--- config.mk ---
export PLATFORM = sky130hd
export DESIGN_NAME = irq_ctrl
export DESIGN_NICKNAME = d
export VERILOG_FILES = /design/src/rtl/irq_pkg.sv /design/src/rtl/irq_regs.sv /design/src/rtl/irq_pick.sv /design/src/rtl/irq_seq.sv /design/src/rtl/irq_ctrl.sv
export SDC_FILE = /design/constraint.sdc
export NUM_CORES = 1
export LEC_CHECK = 0
export BUFFER_PORTS_ARGS = -buffer_cell sky130_fd_sc_hd__buf_2
export CAP_MARGIN = 20
export CORE_UTILIZATION = 43
export DETAILED_ROUTE_END_ITERATION = 12
export PLACE_DENSITY = 0.78
export SYNTH_ARGS = -nofsm -noshare
export SYNTH_HDL_FRONTEND = slang
export SYNTH_SLANG_ARGS = --single-unit
--- constraint.sdc ---
create_clock -name clk_i -period 2.6 [get_ports clk_i]
set_clock_uncertainty 0.2 [all_clocks]
set_input_delay 0.39 -clock clk_i [delete_from_list [all_inputs] [get_ports clk_i]]
set_output_delay 0.39 -clock clk_i [all_outputs]
set_load 0.02 [all_outputs]
--- src/rtl/irq_pkg.sv ---
package irq_pkg;
  localparam int unsigned NUM_SRC  = 5;
  localparam int unsigned ADDR_W   = 16;
  localparam int unsigned DATA_W   = 8;
  localparam logic [15:0] ENA_ADDR = 16'hFFFF;
  localparam logic [15:0] FLG_ADDR = 16'hFF0F;
  localparam logic [15:0] VEC_BASE = 16'h0040;
  localparam int unsigned VEC_STEP = 8;
endpackage

--- src/rtl/irq_regs.sv ---
module irq_regs #(
  parameter int unsigned NSRC = irq_pkg::NUM_SRC,
  parameter int unsigned AW   = irq_pkg::ADDR_W,
  parameter int unsigned DW   = irq_pkg::DATA_W,
  parameter logic [AW-1:0] EADDR = irq_pkg::ENA_ADDR,
  parameter logic [AW-1:0] FADDR = irq_pkg::FLG_ADDR
) (
  input  logic            clk_i,
  input  logic            rst_ni,
  input  logic [AW-1:0]   addr_i,
  input  logic [DW-1:0]   wdata_i,
  input  logic            we_i,
  input  logic [NSRC-1:0] req_i,
  input  logic [NSRC-1:0] svc_clr_i,
  output logic [DW-1:0]   rdata_o,
  output logic            hit_o,
  output logic [DW-1:0]   ena_o,
  output logic [NSRC-1:0] flag_o
);
  localparam int unsigned PAD = DW - NSRC;

  logic [DW-1:0]   ena_q;
  logic [NSRC-1:0] flag_q, flag_d;
  logic            sel_ena, sel_flg;
  logic            unused_wbits;

  assign sel_ena = (addr_i == EADDR);
  assign sel_flg = (addr_i == FADDR);
  assign unused_wbits = ^wdata_i[DW-1:NSRC];

  always_ff @(posedge clk_i or negedge rst_ni) begin
    if (!rst_ni) ena_q <= '0;
    else if (we_i && sel_ena) ena_q <= wdata_i;
  end

  // order: bus write, then service clear, then hardware requests
  always_comb begin
    flag_d = flag_q;
    if (we_i && sel_flg) flag_d = wdata_i[NSRC-1:0];
    flag_d = flag_d & ~svc_clr_i;
    flag_d = flag_d | req_i;
  end

  always_ff @(posedge clk_i or negedge rst_ni) begin
    if (!rst_ni) flag_q <= '0;
    else         flag_q <= flag_d;
  end

  always_comb begin
    rdata_o = '0;
    if (sel_ena)      rdata_o = ena_q;
    else if (sel_flg) rdata_o = {{PAD{1'b1}}, flag_q};
  end

  assign hit_o  = sel_ena | sel_flg;
  assign ena_o  = ena_q;
  assign flag_o = flag_q;
endmodule

--- src/rtl/irq_pick.sv ---
module irq_pick #(
  parameter int unsigned NSRC = irq_pkg::NUM_SRC,
  localparam int unsigned IW  = (NSRC > 1) ? $clog2(NSRC) : 1
) (
  input  logic [NSRC-1:0] pend_i,
  output logic            any_o,
  output logic [NSRC-1:0] grant_o,
  output logic [IW-1:0]   idx_o
);
  logic [NSRC-1:0] seen;

  for (genvar g = 0; g < NSRC; g++) begin : g_chain
    if (g == 0) begin : g_first
      assign grant_o[g] = pend_i[g];
      assign seen[g]    = pend_i[g];
    end else begin : g_rest
      assign grant_o[g] = pend_i[g] & ~seen[g-1];
      assign seen[g]    = seen[g-1] | pend_i[g];
    end
  end

  assign any_o = seen[NSRC-1];

  always_comb begin
    idx_o = '0;
    for (int i = 0; i < NSRC; i++) begin
      if (grant_o[i]) idx_o = IW'(i);
    end
  end
endmodule

--- src/rtl/irq_seq.sv ---
module irq_seq #(
  parameter int unsigned NSRC = irq_pkg::NUM_SRC,
  parameter int unsigned AW   = irq_pkg::ADDR_W,
  parameter logic [AW-1:0] VBASE = irq_pkg::VEC_BASE,
  parameter int unsigned VSTEP = irq_pkg::VEC_STEP,
  localparam int unsigned IW  = (NSRC > 1) ? $clog2(NSRC) : 1
) (
  input  logic            clk_i,
  input  logic            rst_ni,
  input  logic            step_i,
  input  logic            set_i,
  input  logic            clr_i,
  input  logic            any_i,
  input  logic [NSRC-1:0] grant_i,
  input  logic [IW-1:0]   idx_i,
  output logic [NSRC-1:0] svc_clr_o,
  output logic            ime_o,
  output logic            disp_o,
  output logic [AW-1:0]   vec_o
);
  logic ime_q, go;
  logic disp_q;
  logic [AW-1:0] vec_q;

  assign go        = step_i & ime_q & any_i;
  assign svc_clr_o = go ? grant_i : '0;

  always_ff @(posedge clk_i or negedge rst_ni) begin
    if (!rst_ni)    ime_q <= 1'b0;
    else if (go)    ime_q <= 1'b0;
    else if (clr_i) ime_q <= 1'b0;
    else if (set_i) ime_q <= 1'b1;
  end

  always_ff @(posedge clk_i or negedge rst_ni) begin
    if (!rst_ni) begin
      disp_q <= 1'b0;
      vec_q  <= '0;
    end else begin
      disp_q <= go;
      if (go) vec_q <= VBASE + AW'(VSTEP) * AW'(idx_i);
    end
  end

  assign ime_o  = ime_q;
  assign disp_o = disp_q;
  assign vec_o  = vec_q;
endmodule

--- src/rtl/irq_ctrl.sv ---
module irq_ctrl
  import irq_pkg::*;
(
  input  logic              clk_i,
  input  logic              rst_ni,
  input  logic [ADDR_W-1:0] bus_addr_i,
  input  logic [DATA_W-1:0] bus_wdata_i,
  input  logic              bus_we_i,
  output logic [DATA_W-1:0] bus_rdata_o,
  output logic              bus_hit_o,
  input  logic [NUM_SRC-1:0] req_i,
  input  logic              step_i,
  input  logic              ime_set_i,
  input  logic              ime_clr_i,
  output logic              ime_o,
  output logic              dispatch_o,
  output logic [ADDR_W-1:0] vector_o
);
  localparam int unsigned IW = (NUM_SRC > 1) ? $clog2(NUM_SRC) : 1;

  logic [DATA_W-1:0]  ena_w;
  logic [NUM_SRC-1:0] flag_w, pend_w, grant_w, clr_w;
  logic [IW-1:0]      idx_w;
  logic               any_w;
  logic               unused_ena;

  irq_regs u_regs (
    .clk_i     (clk_i),
    .rst_ni    (rst_ni),
    .addr_i    (bus_addr_i),
    .wdata_i   (bus_wdata_i),
    .we_i      (bus_we_i),
    .req_i     (req_i),
    .svc_clr_i (clr_w),
    .rdata_o   (bus_rdata_o),
    .hit_o     (bus_hit_o),
    .ena_o     (ena_w),
    .flag_o    (flag_w)
  );

  assign pend_w     = ena_w[NUM_SRC-1:0] & flag_w;
  assign unused_ena = ^ena_w[DATA_W-1:NUM_SRC];

  irq_pick u_pick (
    .pend_i  (pend_w),
    .any_o   (any_w),
    .grant_o (grant_w),
    .idx_o   (idx_w)
  );

  irq_seq u_seq (
    .clk_i     (clk_i),
    .rst_ni    (rst_ni),
    .step_i    (step_i),
    .set_i     (ime_set_i),
    .clr_i     (ime_clr_i),
    .any_i     (any_w),
    .grant_i   (grant_w),
    .idx_i     (idx_w),
    .svc_clr_o (clr_w),
    .ime_o     (ime_o),
    .disp_o    (dispatch_o),
    .vec_o     (vector_o)
  );
endmodule

# == Yosys cells after proc, flatten, opt, wreduce, memory -nomap -nowiden ==
# Cells that the tools add are included.
# classes
n_bitwise,19
reduce_logical,3
eq_ne,2
n_addsub,1
mux,11
# ops
op,count
"equality test 16 bit, second input constant",2
two-way mux 8 bit,2
AND 5 bit,2
two-way mux 5 bit,2
"adder 7 x 6 -> 8 bit, first input constant",1
AND 1 bit,6
inverter 5 bit,1
OR 1 bit,5
OR 5 bit,1
two-way mux 1 bit,4
two-way mux 2 bit,2
inverter 1 bit,4
two-way mux 3 bit,1
nonzero test 3 bit,1
logical AND 1 bit,2
# word_totals
register_bits,31
inputBits,35

# == Depth between registers and ports, before layout ==
# Gate-level depths: netlist (run 1).
# depth
depth_word,10
depth_mapped,5
ltp_nobuf,4

# == Hierarchy ==
# From an unflattened synthesis (run 1), not the netlist that was laid out.
# unflattened
cells_unflattened,115
hier_area_um2,1282.5
# modules_own_cells
module,cells_per_inst,area_per_inst_um2,instances,seq_area_each_um2
irq_regs,65,807.0,1,325.3
irq_seq,32,360.3,1,150.1
irq_pick,13,83.8,1,0.0
irq_ctrl,5,31.3,1,0.0

# == Worst setup path after synthesis (run 1) ==
# Ideal clock, no wire load.
# synth_path
path_type,input to output
from,input port bus_addr_i[11]
to,output port bus_rdata_o[0]
path_stages,3
arrival_time_ps,1532
n_path_buf,0
path_slack_ps,478
path_cell_list,nand4_1 > nor4_2 > a22o_1
# synth_between
elab_chain_cells,3
# synth_lines
item,line_no,text
start: declaration,irq_ctrl.sv:6,"input logic [ADDR_W-1:0] bus_addr_i,"
equality test 16 bit,irq_regs.sv:28,assign sel_flg = (addr_i == FADDR);
two-way mux 8 bit,irq_regs.sv:52,"else if (sel_flg) rdata_o = {{PAD{1'b1}}, flag_q};"
two-way mux 8 bit *,irq_regs.sv:51,if (sel_ena) rdata_o = ena_q;
end: declaration,irq_ctrl.sv:9,"output logic [DATA_W-1:0] bus_rdata_o,"
# Every way passes the cells marked *; elsewhere a longest branch is shown, timed or not.

# == Worst setup path in the final report (run 1) ==
# layout_path
from,"register u_regs.ena_q[2], in the netlist u_regs.ena_o[2]"
to,"register u_regs.flag_q[4], in the netlist u_regs.flag_o[4]"
# layout_between
elab_chain_cells,9
# layout_lines
item,line_no,text
start: declaration,irq_regs.sv:22,logic [DW-1:0] ena_q;
start signal: assignment,irq_regs.sv:33,else if (we_i && sel_ena) ena_q <= wdata_i;
AND 5 bit *,irq_ctrl.sv:41,assign pend_w = ena_w[NUM_SRC-1:0] & flag_w;
OR 1 bit * (2 in a row),irq_pick.sv:18,assign seen[g] = seen[g-1] | pend_i[g];
OR 1 bit or inverter 1 bit (tied branches),"irq_pick.sv:18, irq_pick.sv:17",
AND 1 bit (on tied branches),"irq_seq.sv:25, irq_pick.sv:17",
two-way mux 5 bit *,irq_seq.sv:26,assign svc_clr_o = go ? grant_i : '0;
inverter 5 bit *,irq_regs.sv:40,flag_d = flag_d & ~svc_clr_i;
AND 5 bit *,irq_regs.sv:40,
OR 5 bit *,irq_regs.sv:41,flag_d = flag_d | req_i;
net u_regs.flag_d[4],irq_regs.sv:23,"logic [NSRC-1:0] flag_q, flag_d;"
end signal: assignment,irq_regs.sv:46,else flag_q <= flag_d;
end: declaration,irq_regs.sv:23,
# Mark *: on every way through the listed nets, which the timed path passes. The rest lies on a longest branch.
# A chain may end at the register's enable or synchronous reset.

==> results.json, run 1 <==
{
  "status": "complete, no violations",
  "tightest_slew_ps": 740.7,
  "crit_fanout": 4,
  "die-area_mm2": 0.002764,
  "hpwl_um": 1969,
  "cp.required_ps": 2590,
  "seq_area_um2": 475.5,
  "path_depth": 4,
  "rsz0062_at_grt": "false",
  "die_y_um": 52.58,
  "fmax_mhz": 457.7,
  "die_w_um": 52.58,
  "clockBufferDepth": 2,
  "ant_nets": 0,
  "synth_area_mm2": 0.001100,
  "max_stage_delay_ps": 590,
  "cts_resized": 0,
  "wl_um": 2456,
  "max-vdd-ir-drop_mv": 0.2591,
  "root_buffer": "clkbuf_4",
  "multi_input_area_um2": 560.5,
  "io_pins": 62,
  "leakage_nw": 0.7365,
  "cts_tree": "done",
  "ys_seq_area_share_pct": 43.23,
  "use_met2_pct": 35.86,
  "crit_arrival_ps": 2180,
  "min_period_ps": 2185,
  "period_share_pct": 84.02,
  "wire_per_inst_um": 13.20,
  "cts_hold_buffers": 1,
  "clk_pin_slew_ps": 110,
  "final_cell_mix": "buf_2, dfrtp_1, conb_1",
  "place_congestion": 0.7793,
  "grt_first_pass_wirelength_um": 4153,
  "initial_core_util_pct": 47.44,
  "syn_avg_cell_area_um2": 10.89,
  "drive_gt1_share_pct": 46.84,
  "grt.busiest_layer": "met2",
  "synth.distinct_cells": 27,
  "track_usage_pct": 20.81,
  "path_cells": "a222oi_1 -> nand4_1 -> and4_1 -> a311o_1",
  "drv_slew": 0,
  "cts_made_buffers": 3,
  "grtUsageMet1_pct": 24.73,
  "finalHoldViolCount": 0,
  "finalSetupViolCount": 0,
  "final_nets": 194,
  "crit_path_end_kind": "register",
  "drcViolationCount": 0,
  "min_path_cells": 2,
  "critical_path.top_delay_family": "compound AO/OA/AOI/OAI gates",
  "min_to": "u_seq.ime_o$_DFFE_PN0P_",
  "critical_path_class": "reg2reg",
  "start_kind": "register",
  "antenna_found_initial": 0,
  "met3_usage_pct": 3.478,
  "clk_latency_ps": 300,
  "r2r_start": "u_regs.ena_o[2]$_DFFE_PN0P_",
  "drt-pass1-iter-count": 4,
  "area_delta_synth_final_pct": 27.19,
  "grt_pass1_vias": 971,
  "syn_inst": 101,
  "cts_setup_buffers": 0,
  "layout_commonest_cell": "buf_2",
  "numPortBuffers": 49,
  "crit_slowest_cell": "a222oi_1",
  "cap_violations": 0,
  "min_from": "ime_clr_i",
  "synth_warnings": 0,
  "timing.rr.end": "u_regs.flag_o[4]$_DFF_PN0_",
  "ys_ff_latch": 19,
  "grt_overflow": 0,
  "grt_max_degree": 20,
  "antenna_cells": 0,
  "holdWs_ps": 32.07,
  "vias_per_cell": 5.263,
  "rrSetupSlack_ps": 420,
  "hold_path.class": "in2reg",
  "ff2ff_path_depth": 4,
  "max_slew_margin_pct": 50.39,
  "setup-tns-final_ps": 0,
  "path_buf_inv": 0,
  "clkSinkCount": 19,
  "nFillCells": 214,
  "power_density_mw_per_mm2": 369.6,
  "rows": 17,
  "htreeDepth": 1,
  "coreArea_mm2": 0.002318,
  "vias": 979,
  "drtIter0Drc": 20
}
[state kept, by name (all words and copies together), names as in the netlist]
signal	cells
u_seq.disp_o	1
u_regs.ena_o	8
u_regs.flag_o	5
u_seq.ime_o	1
u_seq.vec_o	4
[Yosys cell counts]
cell      count  area [um^2]
a211oi_1      4        30.03
a21o_1        3        22.52
a221oi_1      2        17.52
a222oi_1      1        10.01
a22o_1        4        35.03
a22o_2        1        10.01
a311o_1       2        20.02
a31oi_1       3        18.77
and2_1        3        18.77
and4_1        2        17.52
buf_4        13        97.59
conb_1        1        3.750
dfrtp_1      19        475.5
inv_1         2        7.510
mux2_2        8        90.09
nand2_1       6        22.52
nand3_1       2        10.01
nand4_1       6        37.54
nand4_2       1        12.51
nor2_1        8        30.03
nor2b_1       1        6.260
nor3_1        2        10.01
nor4_2        1        12.51
nor4_4        2        42.54
nor4b_4       1        23.77
o21ai_0       1        5.000
or2_2         2        12.51
[layout make-up]
| cell class | instances | share of cell area, % |
|---|---|---|
| Multi-Input combinational cell | 78 | 40.07 |
| Sequential cell | 19 | 33.99 |
| Timing Repair Buffer | 55 | 20.93 |
| Tap cell | 28 | 2.504 |
| Clock buffer | 3 | 1.610 |
| Inverter | 2 | 0.5367 |
| Clock inverter | 1 | 0.3578 |
[kinds of logic (layout without fill, tap and decap cells)]
logic type / count (synthesis) / in the layout / synth area share (%)
AND/OR/NAND/NOR: 37 / 37 / 23.32
flip-flops: 19 / 19 / 43.23
multiplexers: 8 / 8 / 8.191
buffers and inverters: 15 / 61 / 9.556
other: 1 / 12 / 0.3410
AO/OA/AOI/OAI: 21 / 21 / 15.36
[per-layer routing]
metal,part of all wire (%),vias to the layer above,wire length [um]
met3,7.4,4,181
met4,1.7,0,42
met1,43,451,1052
met2,48,50,1180
met5,0,-,0
li1,-,474,-
[where the power goes]
part / switching, mW / total [mW] / internal, mW
logic: 0.0428 / 0.0677 / 0.0249
registers: 0.00117 / 0.298 / 0.297
clock network: 0.0938 / 0.151 / 0.0573
total: 0.138 / 0.517 / 0.379
[through the flow]
step                setup WS (ps)  util [%]  cell area (um^2)  cells  total power [mW]
global route                266.9     60.33              1399    186            0.5413
detailed placement          432.3     58.72              1361    181            0.3707
finish                      415.4     60.33              1399    186            0.5170
global placement            485.8     58.72              1361    181            0.3687
CTS                         432.4     60.33              1399    186            0.5229
floorplan                   478.4         -              1141    112            0.3446
[worst max-delay path by stage]
stage / startpoint / to / slack, ps
final: u_regs.ena_o[2]$_DFFE_PN0P_ / u_regs.flag_o[4]$_DFF_PN0_ / 420
after global routing: u_regs.ena_o[2]$_DFFE_PN0P_ / u_regs.flag_o[4]$_DFF_PN0_ / 270
after CTS: bus_addr_i[10] / bus_rdata_o[0] / 430
after detailed placement: bus_addr_i[10] / bus_rdata_o[0] / 430
after global placement: bus_addr_i[4] / bus_rdata_o[3] / 490
after floorplan: bus_addr_i[11] / bus_rdata_o[0] / 480
Power figures use the tool's default switching activity.
==> inputs of run 2 (changes only) <==
==> constraint.sdc (replaced) <==
create_clock -name clk_i -period 2.15 [get_ports clk_i]
set_clock_uncertainty 0.2 [all_clocks]
set_input_delay 0.3225 -clock clk_i [delete_from_list [all_inputs] [get_ports clk_i]]
set_output_delay 0.3225 -clock clk_i [all_outputs]
set_load 0.02 [all_outputs]
==> run 2 against run 1 <==
Largest power group unchanged; via count rose by 3.7%; global-route usage is 0.35 points lower; flip-flop and latch count stayed put; non-clock buffer count up 4; cell count grew 2.2%; count of clock-buffer cells in the layout up 1.
==> results.json, run 2 (synthesized netlist as in run 1, its figures left out) <==
{
  "status": "complete, no violations",
  "crit_fanout": 9,
  "rows": 17,
  "grt_max_degree": 20,
  "coreArea_mm2": 0.002318,
  "timing.rr.end": "u_regs.flag_o[3]$_DFF_PN0_",
  "path_common_cell": "buf_2",
  "min_from": "req_i[3]",
  "cts_made_buffers": 3,
  "finalHoldViolCount": 0,
  "clk_pin_slew_ps": 100,
  "clockBufferDepth": 2,
  "min_to": "u_regs.flag_o[3]$_DFF_PN0_",
  "area_delta_synth_final_pct": 30.03,
  "path_buf_inv": 3,
  "grt_pass1_vias": 966,
  "final_cells": 190,
  "drive_gt1_share_pct": 46.91,
  "max-vdd-ir-drop_mv": 0.3237,
  "crit_slowest_cell": "nor4b_4",
  "cts_setup_buffers": 0,
  "multi_input_area_um2": 560.5,
  "fmax_mhz": 499.1,
  "io_pins": 62,
  "crit_arrival_ps": 1480,
  "grt_first_pass_wirelength_um": 4091,
  "vias": 1015,
  "ff2ff_path_depth": 5,
  "drv_slew": 0,
  "die_y_um": 52.58,
  "cts_resized": 0,
  "layout_commonest_cell": "buf_2",
  "critical_path.top_delay_family": "simple AND/OR/NAND/NOR gates",
  "power_density_mw_per_mm2": 435.9,
  "seq_area_um2": 475.5,
  "wl_um": 2570,
  "hold_path.class": "in2reg",
  "rrSetupSlack_ps": 240,
  "die-area_mm2": 0.002764,
  "cts_hold_buffers": 2,
  "finalSetupViolCount": 0,
  "setup-tns-final_ps": 0,
  "cp.required_ps": 1630,
  "ant_nets": 0,
  "track_usage_pct": 20.45,
  "antenna_cells": 0,
  "htreeDepth": 1,
  "start_kind": "primary input",
  "path_cells": "buf_2 -> nand4_1 -> nor4b_4 -> buf_4 -> a22o_1 -> buf_2",
  "max_stage_delay_ps": 310,
  "rsz0062_at_grt": "false",
  "numPortBuffers": 49,
  "place_congestion": 0.7753,
  "min_path_cells": 2,
  "antenna_found_initial": 0,
  "drcViolationCount": 0,
  "fin_util_pct": 61.68,
  "min_period_ps": 2004,
  "root_buffer": "clkbuf_4",
  "cap_violations": 0,
  "r2r_start": "u_regs.ena_o[2]$_DFFE_PN0P_",
  "grt_overflow": 0,
  "drt-pass1-iter-count": 4,
  "clkSinkCount": 19,
  "crit_path_end_kind": "output pin",
  "dp_cells": 184,
  "cts_tree": "done",
  "leakage_nw": 0.7517,
  "hpwl_um": 2072,
  "clk_latency_ps": 290,
  "nFillCells": 216,
  "critical_path_class": "in2out",
  "die_w_um": 52.58,
  "period_share_pct": 93.20,
  "final_nets": 198,
  "drtIter0Drc": 33,
  "initial_core_util_pct": 47.44,
  "largest_reg_flops": 8,
  "final_cell_mix": "buf_2, dfrtp_1, conb_1",
  "vias_per_cell": 5.342,
  "wire_per_inst_um": 13.53
}
## run 2: through the flow
step | worst slack, ps | power [mW] | cell area, um^2 | hold WS [ps]
after CTS | 132.2 | 0.6259 | 1430 | 28.62
after global placement | 170.1 | 0.4460 | 1384 | 76.50
final | 146.3 | 0.6234 | 1430 | 32.21
after global routing | 70.37 | 0.6535 | 1430 | 35.95
after floorplan | 163.4 | 0.4167 | 1141 | -173.1
after detailed placement | 136.5 | 0.4483 | 1384 | 84.17
## run 2: how the worst max path moves through the flow
stage / start / end / slack [ps] / cells after the start
2_1_floorplan: bus_addr_i[11] / bus_rdata_o[0] / 160 / 3
3_5_place_dp: bus_addr_i[11] / bus_rdata_o[1] / 140 / 6
5_1_grt: bus_addr_i[10] / bus_rdata_o[1] / 70 / 6
6_report: bus_addr_i[11] / bus_rdata_o[1] / 150 / 6
4_1_cts: bus_addr_i[11] / bus_rdata_o[1] / 130 / 6
3_3_place_gp: bus_addr_i[4] / bus_rdata_o[0] / 170 / 6
## run 2: area by class of cell
cell class / instances / share of cell area, %
flip-flops and latches: 19 / 33.25
repair buffers: 59 / 22.75
clock buffers: 4 / 1.837
well taps: 28 / 2.450
inverters: 2 / 0.5249
multi-input cells: 78 / 39.20
## run 2: metal layers
metal / wire length [um] / share of wire (%) / GRT usage (%)
met5: 0 / 0 / 0
met4: 11 / 0.43 / 6.140
met3: 192 / 7.5 / 4.348
met2: 1288 / 50 / 36.08
met1: 1077 / 42 / 24.59
## run 2: power breakdown
| group | internal [mW] | switching, mW |
|---|---|---|
| logic | 0.0314 | 0.0524 |
| clock network | 0.0720 | 0.107 |
| registers | 0.359 | 0.00140 |
| total | 0.462 | 0.161 |
==> inputs of run 3 (changes only) <==
--- a/config.mk
+++ b/config.mk
@@ -7,9 +7,9 @@
 export LEC_CHECK = 0
 export BUFFER_PORTS_ARGS = -buffer_cell sky130_fd_sc_hd__buf_2
 export CAP_MARGIN = 20
-export CORE_UTILIZATION = 43
+export CORE_UTILIZATION = 39
 export DETAILED_ROUTE_END_ITERATION = 12
-export PLACE_DENSITY = 0.78
+export PLACE_DENSITY = 0.75
 export SYNTH_ARGS = -nofsm -noshare
 export SYNTH_HDL_FRONTEND = slang
 export SYNTH_SLANG_ARGS = --single-unit
==> constraint.sdc (replaced) <==
create_clock -name clk_i -period 1.8 [get_ports clk_i]
set_clock_uncertainty 0.2 [all_clocks]
set_input_delay 0.27 -clock clk_i [delete_from_list [all_inputs] [get_ports clk_i]]
set_output_delay 0.27 -clock clk_i [all_outputs]
set_load 0.02 [all_outputs]
==> run 3 against run 2 <==
The flow now finishes with violations (hold timing, setup timing); sequential power is 19% higher; cell area up 20%; non-clock buffer count grew 17; cell count increased by 10%; global-route usage shrank 1.0 points; clock power increased by 22%; die area up 9.9%; routed wire length increased by 3.9%; power grew 22%; via count rose by 4.1%; count of clock-buffer cells in the layout stayed put; critical path type is now reg2reg; largest cell class unchanged; largest power group unchanged; highest routed layer unchanged.
==> results.json, run 3 (synthesized netlist as in run 1, its figures left out) <==
{
  "critical_path_class": "reg2reg",
  "power_uw": 762.6,
  "die_w_um": 55.11,
  "place_congestion": 0.8522,
  "grt_max_degree": 20,
  "cp.required_ps": 1790,
  "place_ws_ps": -114.2,
  "setup_ws_ps": -105.4,
  "clk_latency_ps": 300,
  "power_density_mw_per_mm2": 444.6,
  "wire_per_inst_um": 12.78,
  "path_common_cell": "buf_4",
  "drtIter0Drc": 18,
  "root_buffer": "clkbuf_4",
  "crit_path_end_kind": "register",
  "path_cells": "a222oi_1 -> buf_4 -> nand4_1 -> buf_4 -> a311o_1",
  "vias": 1057,
  "final_nets": 215,
  "grt_first_pass_wirelength_um": 4084,
  "clockBufferDepth": 2,
  "fmax_mhz": 524.8,
  "htreeDepth": 1,
  "min_path_cells": 2,
  "coreArea_mm2": 0.002567,
  "final_cell_mix": "buf_2, dfrtp_1, buf_4",
  "crit_slowest_cell": "dfrtp_1",
  "period_share_pct": 105.9,
  "nFillCells": 211,
  "rows": 18,
  "drive_gt1_share_pct": 52.51,
  "fin_util_pct": 66.81,
  "area_delta_synth_final_pct": 55.97,
  "initial_core_util_pct": 42.84,
  "violations": "hold timing, setup timing",
  "final_area_mm2": 0.001715,
  "crit_fanout": 4,
  "r2r_start": "u_regs.flag_o[2]$_DFF_PN0_",
  "placed_area_mm2": 0.001461,
  "track_usage_pct": 19.44,
  "largest_reg_flops": 8,
  "crit_path_start": "u_regs.flag_o[2]$_DFF_PN0_",
  "grt_pass1_vias": 959,
  "die-area_mm2": 0.003037,
  "clkSinkCount": 19,
  "numPortBuffers": 49,
  "min_period_ps": 1905,
  "vias_per_cell": 5.057,
  "layout_commonest_cell": "buf_2",
  "hold_path.class": "in2reg",
  "drcViolationCount": 0,
  "min_from": "bus_wdata_i[5]",
  "status": "finished with violations",
  "wl_um": 2671,
  "grt_overflow": 0,
  "ff2ff_path_depth": 5,
  "cap_violations": 0,
  "holdWs_ps": -0.2173,
  "max_stage_delay_ps": 400,
  "drt-pass1-iter-count": 6,
  "final_cells": 209,
  "finalSetupViolCount": 10,
  "setup-tns-final_ps": -571.9,
  "die_y_um": 55.11,
  "cts_made_buffers": 3,
  "leakage_nw": 0.8569,
  "rsz0062_at_grt": "true",
  "cts_tree": "done",
  "ant_nets": 0,
  "start_kind": "register",
  "finalHoldViolCount": 1,
  "hpwl_um": 2062,
  "io_pins": 62,
  "crit_arrival_ps": 1890,
  "max-vdd-ir-drop_mv": 0.3044,
  "dp_cells": 193,
  "antenna_cells": 0,
  "drv_slew": 0,
  "clk_pin_slew_ps": 110,
  "antenna_found_initial": 0
}
[run 3: cell count changes in the layout (fill, tap and decap cells not counted), sizes merged]
cell         before  now
buf              57   70
dlygate4sd3       2    6
[run 3: repair_timing]
action                                  4_1_cts  5_1_grt
gates resized for setup                      23       10
hold buffers                                  6        0
buffers inserted                              3        3
endpoints found under the hold margin        24        0
gates cloned                                  1        0
endpoints found under the setup margin       16       18
pin swaps                                     8        6
[run 3: metal layers]
| metal | track usage, % | wire (um) | vias up |
|---|---|---|---|
| met3 | 2.459 | 159 | 4 |
| met4 | 9.167 | 42 | 0 |
| met5 | 0 | 0 | - |
| li1 | - | - | 518 |
| met2 | 34.94 | 1355 | 48 |
| met1 | 22.59 | 1113 | 487 |
[run 3: final cells by class]
| type | instances | area, um^2 | share of cell area [%] |
|---|---|---|---|
| flip-flops and latches | 19 | 475.5 | 27.72 |
| well taps | 30 | 37.54 | 2.188 |
| clock buffers | 4 | 26.28 | 1.532 |
| multi-input cells | 78 | 631.9 | 36.83 |
| inverters | 2 | 7.507 | 0.4376 |
| repair buffers | 76 | 536.8 | 31.29 |
[run 3: final timing paths]
kind	to	slack [ps]
max	u_regs.flag_o[4]$_DFF_PN0_	-110
max in group asynchronous	u_seq.ime_o$_DFFE_PN0P_	870
max reg2reg	u_regs.flag_o[4]$_DFF_PN0_	-110
min	u_regs.ena_o[5]$_DFFE_PN0P_	-0.2
min in group asynchronous	u_regs.flag_o[2]$_DFF_PN0_	230
min reg2reg	u_seq.vec_o[6]$_DFFE_PN0P_	290
[run 3: worst max-delay path: cells and delay by family, from the launching register on]
family,cells,cell delay (ps)
and+or+nand+nor,1,130
AOI/OAI and AO/OA,2,700
buffers and inverters,2,360
DFF,1,400
[run 3: report_power, final]
part / internal [mW] / total, mW / switching (mW)
sequential: 0.429 / 0.431 / 0.00172
combinational: 0.0487 / 0.114 / 0.0650
clock: 0.0863 / 0.218 / 0.132
total: 0.564 / 0.763 / 0.199
